## config.mk

```make
export PLATFORM = sky130hd
export DESIGN_NAME = sdram_boot_seq
export DESIGN_NICKNAME = d
export VERILOG_FILES = /design/src/rtl/boot_pkg.sv /design/src/rtl/boot_slot_timer.sv /design/src/rtl/boot_pin_drive.sv /design/src/rtl/sdram_boot_seq.sv
export SDC_FILE = /design/constraint.sdc
export NUM_CORES = 1
export LEC_CHECK = 0
export ABC_AREA = 0
export ABC_CLOCK_PERIOD_IN_PS = 2690
export BUFFER_PORTS_ARGS = -buffer_cell sky130_fd_sc_hd__buf_2
export CAP_MARGIN = 20
export CORE_MARGIN = 4
export CORE_UTILIZATION = 50
export CTS_CLUSTER_DIAMETER = 100
export DETAILED_ROUTE_END_ITERATION = 10
export PLACE_DENSITY = 0.75
export SKIP_CTS_REPAIR_TIMING = 1
export SYNTH_ARGS = -nofsm -noshare
export SYNTH_HDL_FRONTEND = slang
export SYNTH_SLANG_ARGS = --single-unit
```

## constraint.sdc

```tcl
create_clock -name clk -period 2.69 [get_ports clk]
set_clock_uncertainty 0.1 [all_clocks]
set_input_delay 0.538 -clock clk [delete_from_list [all_inputs] [get_ports clk]]
set_output_delay 0.538 -clock clk [all_outputs]
set_load 0.02 [all_outputs]
```

## src/rtl/boot_pkg.sv

```systemverilog
package boot_pkg;

  // Command encoding as {cs_n, ras_n, cas_n, we_n}
  typedef enum logic [3:0] {
    CMD_MRS = 4'b0000,
    CMD_REF = 4'b0001,
    CMD_PRE = 4'b0010,
    CMD_NOP = 4'b0111
  } cmd_t;

  typedef enum logic [2:0] {
    ST_PAUSE,
    ST_PRE,
    ST_REF,
    ST_MRS,
    ST_DONE
  } step_t;

  // Builds the 11-bit mode word; reserved positions stay zero.
  function automatic logic [10:0] mode_word(input logic [2:0] bl_code,
                                            input logic       ilv,
                                            input int         cas_lat,
                                            input logic       single_wr);
    logic [10:0] w;
    w      = '0;
    w[2:0] = bl_code;
    w[3]   = ilv;
    w[6:4] = (cas_lat == 2) ? 3'b010 : 3'b011;
    w[9]   = single_wr;
    return w;
  endfunction

  function automatic int max4(input int a, input int b, input int c, input int d);
    int m;
    m = a;
    if (b > m) m = b;
    if (c > m) m = c;
    if (d > m) m = d;
    return m;
  endfunction

endpackage

```

## src/rtl/boot_slot_timer.sv

```systemverilog
module boot_slot_timer #(
  parameter int CNT_W = 8
) (
  input  logic             clk,
  input  logic             rst,
  input  logic             clear,
  input  logic [CNT_W-1:0] limit,
  output logic             expire
);

  logic [CNT_W-1:0] cnt;

  // Slot of length 'limit' ends on the edge where cnt equals limit-1
  assign expire = (cnt == (limit - 1'b1));

  always_ff @(posedge clk) begin
    if (rst || clear) cnt <= '0;
    else              cnt <= cnt + 1'b1;
  end

endmodule

```

## src/rtl/boot_pin_drive.sv

```systemverilog
module boot_pin_drive
  import boot_pkg::*;
#(
  parameter int                ADDR_W    = 11,
  parameter int                BANK_W    = 2,
  parameter int                DQM_W     = 4,
  parameter logic [ADDR_W-1:0] MODE_ADDR = '0
) (
  input  logic              clk,
  input  logic              rst,
  input  logic              issue,
  input  cmd_t              cmd_d,
  input  logic              done_d,
  output logic              cke,
  output logic [DQM_W-1:0]  dqm,
  output logic [3:0]        cmd_pins,
  output logic [ADDR_W-1:0] addr,
  output logic [BANK_W-1:0] ba,
  output logic              done
);

  localparam logic [ADDR_W-1:0] ALL_BANKS = ADDR_W'(11'h400);

  cmd_t cmd_q;

  always_ff @(posedge clk) begin
    if (rst) begin
      cmd_q <= CMD_NOP;
      addr  <= '0;
      ba    <= '0;
      cke   <= 1'b1;
      dqm   <= '1;
      done  <= 1'b0;
    end else begin
      cke  <= 1'b1;
      dqm  <= '1;
      ba   <= '0;
      done <= done_d;
      if (issue) begin
        cmd_q <= cmd_d;
        case (cmd_d)
          CMD_PRE: addr <= ALL_BANKS;
          CMD_MRS: addr <= MODE_ADDR;
          default: addr <= '0;
        endcase
      end else begin
        cmd_q <= CMD_NOP;
        addr  <= '0;
      end
    end
  end

  assign cmd_pins = cmd_q;

endmodule

```

## src/rtl/sdram_boot_seq.sv

```systemverilog
module sdram_boot_seq
  import boot_pkg::*;
#(
  parameter int       ADDR_W       = 11,
  parameter int       BANK_W       = 2,
  parameter int       DQM_W        = 4,
  parameter int       PAUSE_CYC    = 20000,
  parameter int       T_RP_CYC     = 3,
  parameter int       T_RC_CYC     = 7,
  parameter int       T_RSC_CYC    = 2,
  parameter int       REF_COUNT    = 8,
  parameter int       CAS_LAT      = 3,
  parameter logic [2:0] BL_CODE    = 3'b011,
  parameter bit       INTERLEAVE   = 1'b0,
  parameter bit       SINGLE_WRITE = 1'b0
) (
  input  logic              clk,
  input  logic              rst,
  output logic              sd_cke,
  output logic [DQM_W-1:0]  sd_dqm,
  output logic              sd_cs_n,
  output logic              sd_ras_n,
  output logic              sd_cas_n,
  output logic              sd_we_n,
  output logic [ADDR_W-1:0] sd_addr,
  output logic [BANK_W-1:0] sd_ba,
  output logic              init_done
);

  localparam int CNT_MAX = max4(PAUSE_CYC, T_RP_CYC, T_RC_CYC, T_RSC_CYC);
  localparam int CNT_W   = $clog2(CNT_MAX + 1);
  localparam int REF_W   = (REF_COUNT > 1) ? $clog2(REF_COUNT) : 1;
  localparam logic [10:0]       MODE11    = mode_word(BL_CODE, INTERLEAVE, CAS_LAT, SINGLE_WRITE);
  localparam logic [ADDR_W-1:0] MODE_ADDR = ADDR_W'(MODE11);

  step_t            state, state_d;
  logic [REF_W-1:0] ref_cnt, ref_d;
  logic [CNT_W-1:0] limit;
  logic             expire;
  logic             issue;
  cmd_t             cmd_sel;
  logic [3:0]       cmd_pins;

  always_comb begin
    state_d = state;
    ref_d   = ref_cnt;
    issue   = 1'b0;
    cmd_sel = CMD_NOP;
    limit   = CNT_W'(1);
    case (state)
      ST_PAUSE: begin
        limit = CNT_W'(PAUSE_CYC);
        if (expire) begin
          state_d = ST_PRE;
          issue   = 1'b1;
          cmd_sel = CMD_PRE;
        end
      end
      ST_PRE: begin
        limit = CNT_W'(T_RP_CYC);
        if (expire) begin
          state_d = ST_REF;
          ref_d   = '0;
          issue   = 1'b1;
          cmd_sel = CMD_REF;
        end
      end
      ST_REF: begin
        limit = CNT_W'(T_RC_CYC);
        if (expire) begin
          issue = 1'b1;
          if (ref_cnt == REF_W'(REF_COUNT - 1)) begin
            state_d = ST_MRS;
            cmd_sel = CMD_MRS;
          end else begin
            ref_d   = ref_cnt + 1'b1;
            cmd_sel = CMD_REF;
          end
        end
      end
      ST_MRS: begin
        limit = CNT_W'(T_RSC_CYC);
        if (expire) state_d = ST_DONE;
      end
      default: ;
    endcase
  end

  always_ff @(posedge clk) begin
    if (rst) begin
      state   <= ST_PAUSE;
      ref_cnt <= '0;
    end else begin
      state   <= state_d;
      ref_cnt <= ref_d;
    end
  end

  boot_slot_timer #(.CNT_W(CNT_W)) i_timer (
    .clk    (clk),
    .rst    (rst),
    .clear  (expire || (state == ST_DONE)),
    .limit  (limit),
    .expire (expire)
  );

  boot_pin_drive #(
    .ADDR_W    (ADDR_W),
    .BANK_W    (BANK_W),
    .DQM_W     (DQM_W),
    .MODE_ADDR (MODE_ADDR)
  ) i_drive (
    .clk      (clk),
    .rst      (rst),
    .issue    (issue),
    .cmd_d    (cmd_sel),
    .done_d   (state_d == ST_DONE),
    .cke      (sd_cke),
    .dqm      (sd_dqm),
    .cmd_pins (cmd_pins),
    .addr     (sd_addr),
    .ba       (sd_ba),
    .done     (init_done)
  );

  assign {sd_cs_n, sd_ras_n, sd_cas_n, sd_we_n} = cmd_pins;

endmodule

```

Word-level counts from Yosys, hierarchy flattened
Cells that the tools add are included.
{"block": "word_totals", "register_bits": 37, "input_bits": 2, "wordCells": 48}
{"block": "classes", "n_addsub": 3, "n_eq_ne": 11, "n_mux": 19, "bitwise_logic": 1, "reduce_logical": 8}
{"cell": "$pmux 15 s4", "n": 1}
{"cell": "$mux 3", "n": 11}
{"cell": "$pmux 11 s2", "n": 1}
{"cell": "$add 15x1->15 const B", "n": 1}
{"cell": "$eq 15x15->1", "n": 1}
{"cell": "$sub 15x1->15 const B", "n": 1}
{"cell": "$pmux 3 s4", "n": 1}
{"cell": "$eq 3x2->1 const B", "n": 3}
{"cell": "$eq 3x3->1 const B", "n": 3}
{"cell": "$pmux 3 s3", "n": 1}
{"cell": "$ne 2x2->1 const B", "n": 3}
{"cell": "$pmux 3 s2", "n": 1}
{"cell": "$logic_not 4->1", "n": 1}
{"cell": "$reduce_and 4->1", "n": 1}
{"cell": "$add 3x1->3 const B", "n": 1}
{"cell": "$eq 3x1->1 const B", "n": 1}
{"cell": "$logic_not 3->1", "n": 1}
{"cell": "$mux 1", "n": 3}
{"cell": "$reduce_or 3->1", "n": 1}
{"cell": "$logic_or 1x1->1", "n": 2}
{"cell": "$reduce_bool 2->1", "n": 1}
{"cell": "$reduce_or 2->1", "n": 1}
{"cell": "$not 1->1", "n": 1}

Logic depth before layout (Yosys ltp)
{"block": "depth", "depth_word": 8, "depth_mapped": 10}

Modules after synthesis
Synthesis repeated with hierarchy kept, for this count alone.
{"block": "hier_totals", "cells_unflattened": 228, "area_unflattened_um2": 1924.3}
{"module": "boot_slot_timer", "instances": 1, "cells_per_inst": 148, "area_per_inst_um2": 1167.4, "seq_area_each_um2": 300.3}
{"module": "sdram_boot_seq", "instances": 1, "cells_per_inst": 47, "area_per_inst_um2": 409.1, "seq_area_each_um2": 120.1}
{"module": "boot_pin_drive", "instances": 1, "cells_per_inst": 33, "area_per_inst_um2": 347.8, "seq_area_each_um2": 140.1}

Worst setup path after synthesis
Ideal clock, no wire load.
{"block": "synth_timing", "path_kind": "register -> register", "start": "register state[2]", "end": "register state[1]", "setup_time_ps": 123, "arrival_ps": 2344, "required_ps": 2467, "slack_ps": 123, "path_stages_with_launch": 10, "path_buffers": 2, "path_cell_list": "dfxtp_1 -> clkbuf_1 -> or3_1 -> ha_1 -> xnor2_1 -> nand4_1 -> nor4bb_1 -> buf_2 -> and4bb_1 -> mux2_1"}
{"block": "synth_via", "elab_chain_cells": 6}
{"element": "start: declaration", "line": "sdram_boot_seq.sv:36", "source": "step_t state, state_d;"}
{"element": "start signal: assignment", "line": "sdram_boot_seq.sv:94", "source": "state <= state_d;"}
{"element": "$eq 3x2->1 (tied with other cells)", "line": "sdram_boot_seq.sv:50", "source": "case (state)"}
{"element": "$pmux 15 s4", "line": "sdram_boot_seq.sv:50"}
{"element": "$sub 15x1->15", "line": "boot_slot_timer.sv:14", "source": "assign expire = (cnt == (limit - 1'b1));"}
{"element": "$eq 15x15->1", "line": "boot_slot_timer.sv:14"}
{"element": "$mux 3, on equally long branches"}
{"element": "$pmux 3 s4 *", "line": "sdram_boot_seq.sv:50"}
Every way passes the cells marked *; elsewhere a longest branch is shown, timed or not.
A chain may end at the register's enable or synchronous reset.

Worst setup path after layout
{"block": "layout_timing", "start": "register state[2]", "end": "register ref_cnt[0]"}
{"block": "layout_via", "elab_chain_cells": 6}
{"element": "$eq 3x2->1 (tied with other cells)", "line": "sdram_boot_seq.sv:50"}
{"element": "$pmux 15 s4", "line": "sdram_boot_seq.sv:50"}
{"element": "$sub 15x1->15", "line": "boot_slot_timer.sv:14"}
{"element": "$eq 15x15->1", "line": "boot_slot_timer.sv:14"}
{"element": "$ne 2x2->1 (no line)"}
{"element": "$reduce_and 4->1 (no line)"}
{"element": "end signal: assignment", "line": "sdram_boot_seq.sv:95", "source": "ref_cnt <= ref_d;"}
{"element": "end: declaration", "line": "sdram_boot_seq.sv:37", "source": "logic [REF_W-1:0] ref_cnt, ref_d;"}
Parallel ways exist; a longest one is shown, timed or not.

==> results by group <==
Routing
  • Final ANT Viol Nets: 0
  • Routed len/inst: between 10 and 15 µm
  • Routed vias: ~1.1k
  • Post-DR vias/cell: around 5.4
  • Drt drc: 0
  • Drt initial violations: 48
  • Final WL: 2.86 mm
  • First-pass iteration count of the detailed router: 4

Clock tree
  • Clk buf depth: 2
  • Clock Latency Late Sink: roughly 330 ps
  • CTS buffer count: 3
  • H-tree depth: 1
  • Clock slew seen by the registers of the worst setup and hold paths: around 140 ps
  • Clk sinks: 27
  • CTS tree: built
  • Root Buffer: clkbuf_4

Floorplanning
  • Starting Density: a little over half
  • IO Count: 25
  • Die Width: about 63 µm
  • Full die area: 0.00393 mm²
  • Die height: 62.7 µm
  • Core box area: 0.00281 mm²
  • Site Rows: 19

Layout
  • Layout cells sized above 1: around an eighth
  • Non-filler cells, final: ~210
  • Fin area: around 0.0015 mm²
  • Ant. Diodes: 0
  • Synth-to-layout area growth: 3.27%
  • Fillers: ~260
  • Multi-input gate area: ~840 µm²
  • Fin nets: 189
  • Leading cell type in the layout, fill and taps excluded: dfxtp_1
  • Sequential Area: between 500 and 600 µm²
  • Commonest cells after routing, fill and taps aside: dfxtp_1, nor2_1, conb_1

Synth
  • Top_reg_cell synth: dfxtp_1
  • Sequential area share after synthesis: 36.2%
  • Asr flop ratio synth: 0%
  • #FFs+latches synth: 27
  • Synth unique cells: 36
  • YS warnings: 0
  • Synth Cell Area: roughly 0.0015 mm²
  • Synthesized instance count: between 150 and 200
  • Avg Inst Size Synth: roughly 8.5 µm²
  • Post-synth EDFFs: 0

Worst hold path
  • Hold EP: ref_cnt[1]
  • Hold depth: 1
  • Worst hold-check path type: flip-flop to flip-flop
  • Worst Min Path Start: ref_cnt[1]

Power and ir drop
  • Power per Cell Area: approximately 410 mW/mm²
  • Comb pwr share: under 10%
  • Sequential power share: around 64%
  • Leakage: between 0.6 and 0.7 nW
  • Switching share of power: between 20% and 30%
  • Peak VDD IR: between 0.0001 and 0.00015 V
  • Sw Pwr: ~0.00016 W
  • Int Pwr: around 0.00048 W
  • Clock share of power: between 20% and 30%

Place
  • Total placed cells including tap cells: between 200 and 250
  • Placed cell areas: ~0.0015 mm²
  • Port Buf Inserts: 10
  • Gp weighted congestion: just under 0.8
  • Post-DP HPWL: just over 2 mm

Setup path
  • Crit Path Max Fanout: 7
  • CP arrival: around 2700 ps
  • FF-to-FF setup slack: around 170 ps
  • Crit path required time: between 2000 and 3000 ps
  • Reg2Reg Launch Point: state[2]
  • Crit end category: flip-flop
  • Kind of critical path: flip-flop to flip-flop
  • R2R cell count: 8
  • Worst setup SP type: flip-flop
  • Reg2Reg Capture Point: ref_cnt[0]

Global route
  • First-pass GRT wire length: around 4.7 mm
  • Met3 Track Usage GR: under 10%
  • M2 GR Usage: a little over a quarter
  • Largest net degree at the start of global routing: 16
  • Global route hottest layer: met2
  • Gr usage total: between 10% and 20%
  • M1 GR Usage: between 10% and 20%
  • Initial antenna violation count: 0
  • GRT overflow: 0
  • Number of global-route vias before repair: 1,058

Outcome
  • Status: finished clean

Timing
  • Final Cycle Share: roughly 94%
  • Final Hold Fails: 0
  • Max Fclk: slightly below 400 MHz
  • Crit path time final: 2520 ps
  • Setup violators final: 0
  • Max-slew violation count: 0

Flow run
  • Max-cap violation count: 0
==> per-layer routing <==
metal  routed length [µm]  part of all wire, %
met4                   37                  1.3
met5                    0                    0
met2                 1450                   51
met3                  136                  4.8
met1                 1240                   43
==> how the worst max path moves through the flow <==
stage	start	end	slack [ps]	depth (start not counted)
detailed placement	state[2]	i_timer.cnt[13]	150	8
CTS	state[2]	i_timer.cnt[9]	140	8
global placement	state[2]	i_timer.cnt[5]	260	8
global route	state[2]	ref_cnt[0]	-0.1	8
finish	state[2]	ref_cnt[0]	170	8
floorplan	state[2]	state[1]	120	9
==> critical path, cell delays in order (launching register included) <==
cell and delay (ps):
dfxtp_2 360, or3_4 400, ha_1 300, xnor2_1 170, nand4_1 160, nor4bb_2 310
buf_4 200, a31oi_1 140, mux2_2 290
==> cell type report <==
| class | instances | area share [%] |
|---|---|---|
| Multi-Input combinational cell | 132 | 54.3 |
| Sequential cell | 27 | 35.1 |
| Timing Repair Buffer | 15 | 5.68 |
| Tap cell | 31 | 2.51 |
| Clock buffer | 4 | 1.70 |
| Inverter | 3 | 0.730 |
==> power by group through the flow <==
stage	combinational (W)	sequential (W)	clock, W
5_1_grt	0.0000519	0.000412	0.000201
2_1_floorplan	0.0000601	0.000414	0
6_report	0.0000479	0.000411	0.000180
3_5_place_dp	0.0000454	0.000420	0
4_1_cts	0.0000456	0.000411	0.000184
3_3_place_gp	0.0000428	0.000420	0
==> state kept, by name, summed over array words and instances, names as in the netlist <==
name	flops
ref_cnt	3
i_drive.cmd_pins	3
i_timer.cnt	15
state	3
i_drive.addr	2
i_drive.done	1
==> per-stage QoR <==
| stage | setup slack (ps) | hold WS (ps) | total power, W | util (%) | setup TNS, ps |
|---|---|---|---|---|---|
| 6_report | 166 | 410 | 0.000639 | 55.0 | 0 |
| 2_1_floorplan | 123 | 354 | 0.000475 | - | 0 |
| 4_1_cts | 135 | 395 | 0.000640 | 54.1 | 0 |
| 3_5_place_dp | 152 | 375 | 0.000465 | 53.2 | 0 |
| 3_3_place_gp | 259 | 366 | 0.000462 | 53.2 | 0 |
| 5_1_grt | -0.147 | 421 | 0.000665 | 55.0 | -0.147 |
==> Yosys cell counts, drive strengths merged (2+ instances only) <==
| cell type | count | area share [%] |
|---|---|---|
| xor2 | 9 | 5.3 |
| conb | 2 | 0.50 |
| a31oi | 2 | 0.84 |
| buf | 19 | 9.6 |
| or3 | 5 | 2.4 |
| mux2i | 2 | 1.3 |
| a22o | 2 | 1.2 |
| nand4 | 6 | 2.5 |
| nand2 | 9 | 2.3 |
| nand3 | 7 | 2.3 |
| ha | 5 | 4.2 |
| o21ai | 2 | 0.67 |
| nor3 | 6 | 2.0 |
| inv | 3 | 0.75 |
| dfxtp | 27 | 36 |
| nor2 | 25 | 6.3 |
| a21oi | 3 | 1.0 |
| mux2 | 3 | 2.3 |
| clkbuf | 7 | 1.8 |
| nor2b | 4 | 1.7 |
| and3 | 5 | 2.1 |
| nand2b | 2 | 0.84 |
| xnor2 | 11 | 6.4 |
==> cells by family after synthesis <==
logic type / after synthesis / synth area share (%)
AOI/OAI and AO/OA: 11 / 5.02
xor gates and xnor gates: 20 / 11.7
adders and majority gates: 5 / 4.19
buffers and inverters: 29 / 12.1
DFF: 27 / 36.2
muxes: 5 / 3.60
other: 2 / 0.503
and+or+nand+nor: 76 / 26.6
No activity file was read; power rests on OpenSTA's default activity.
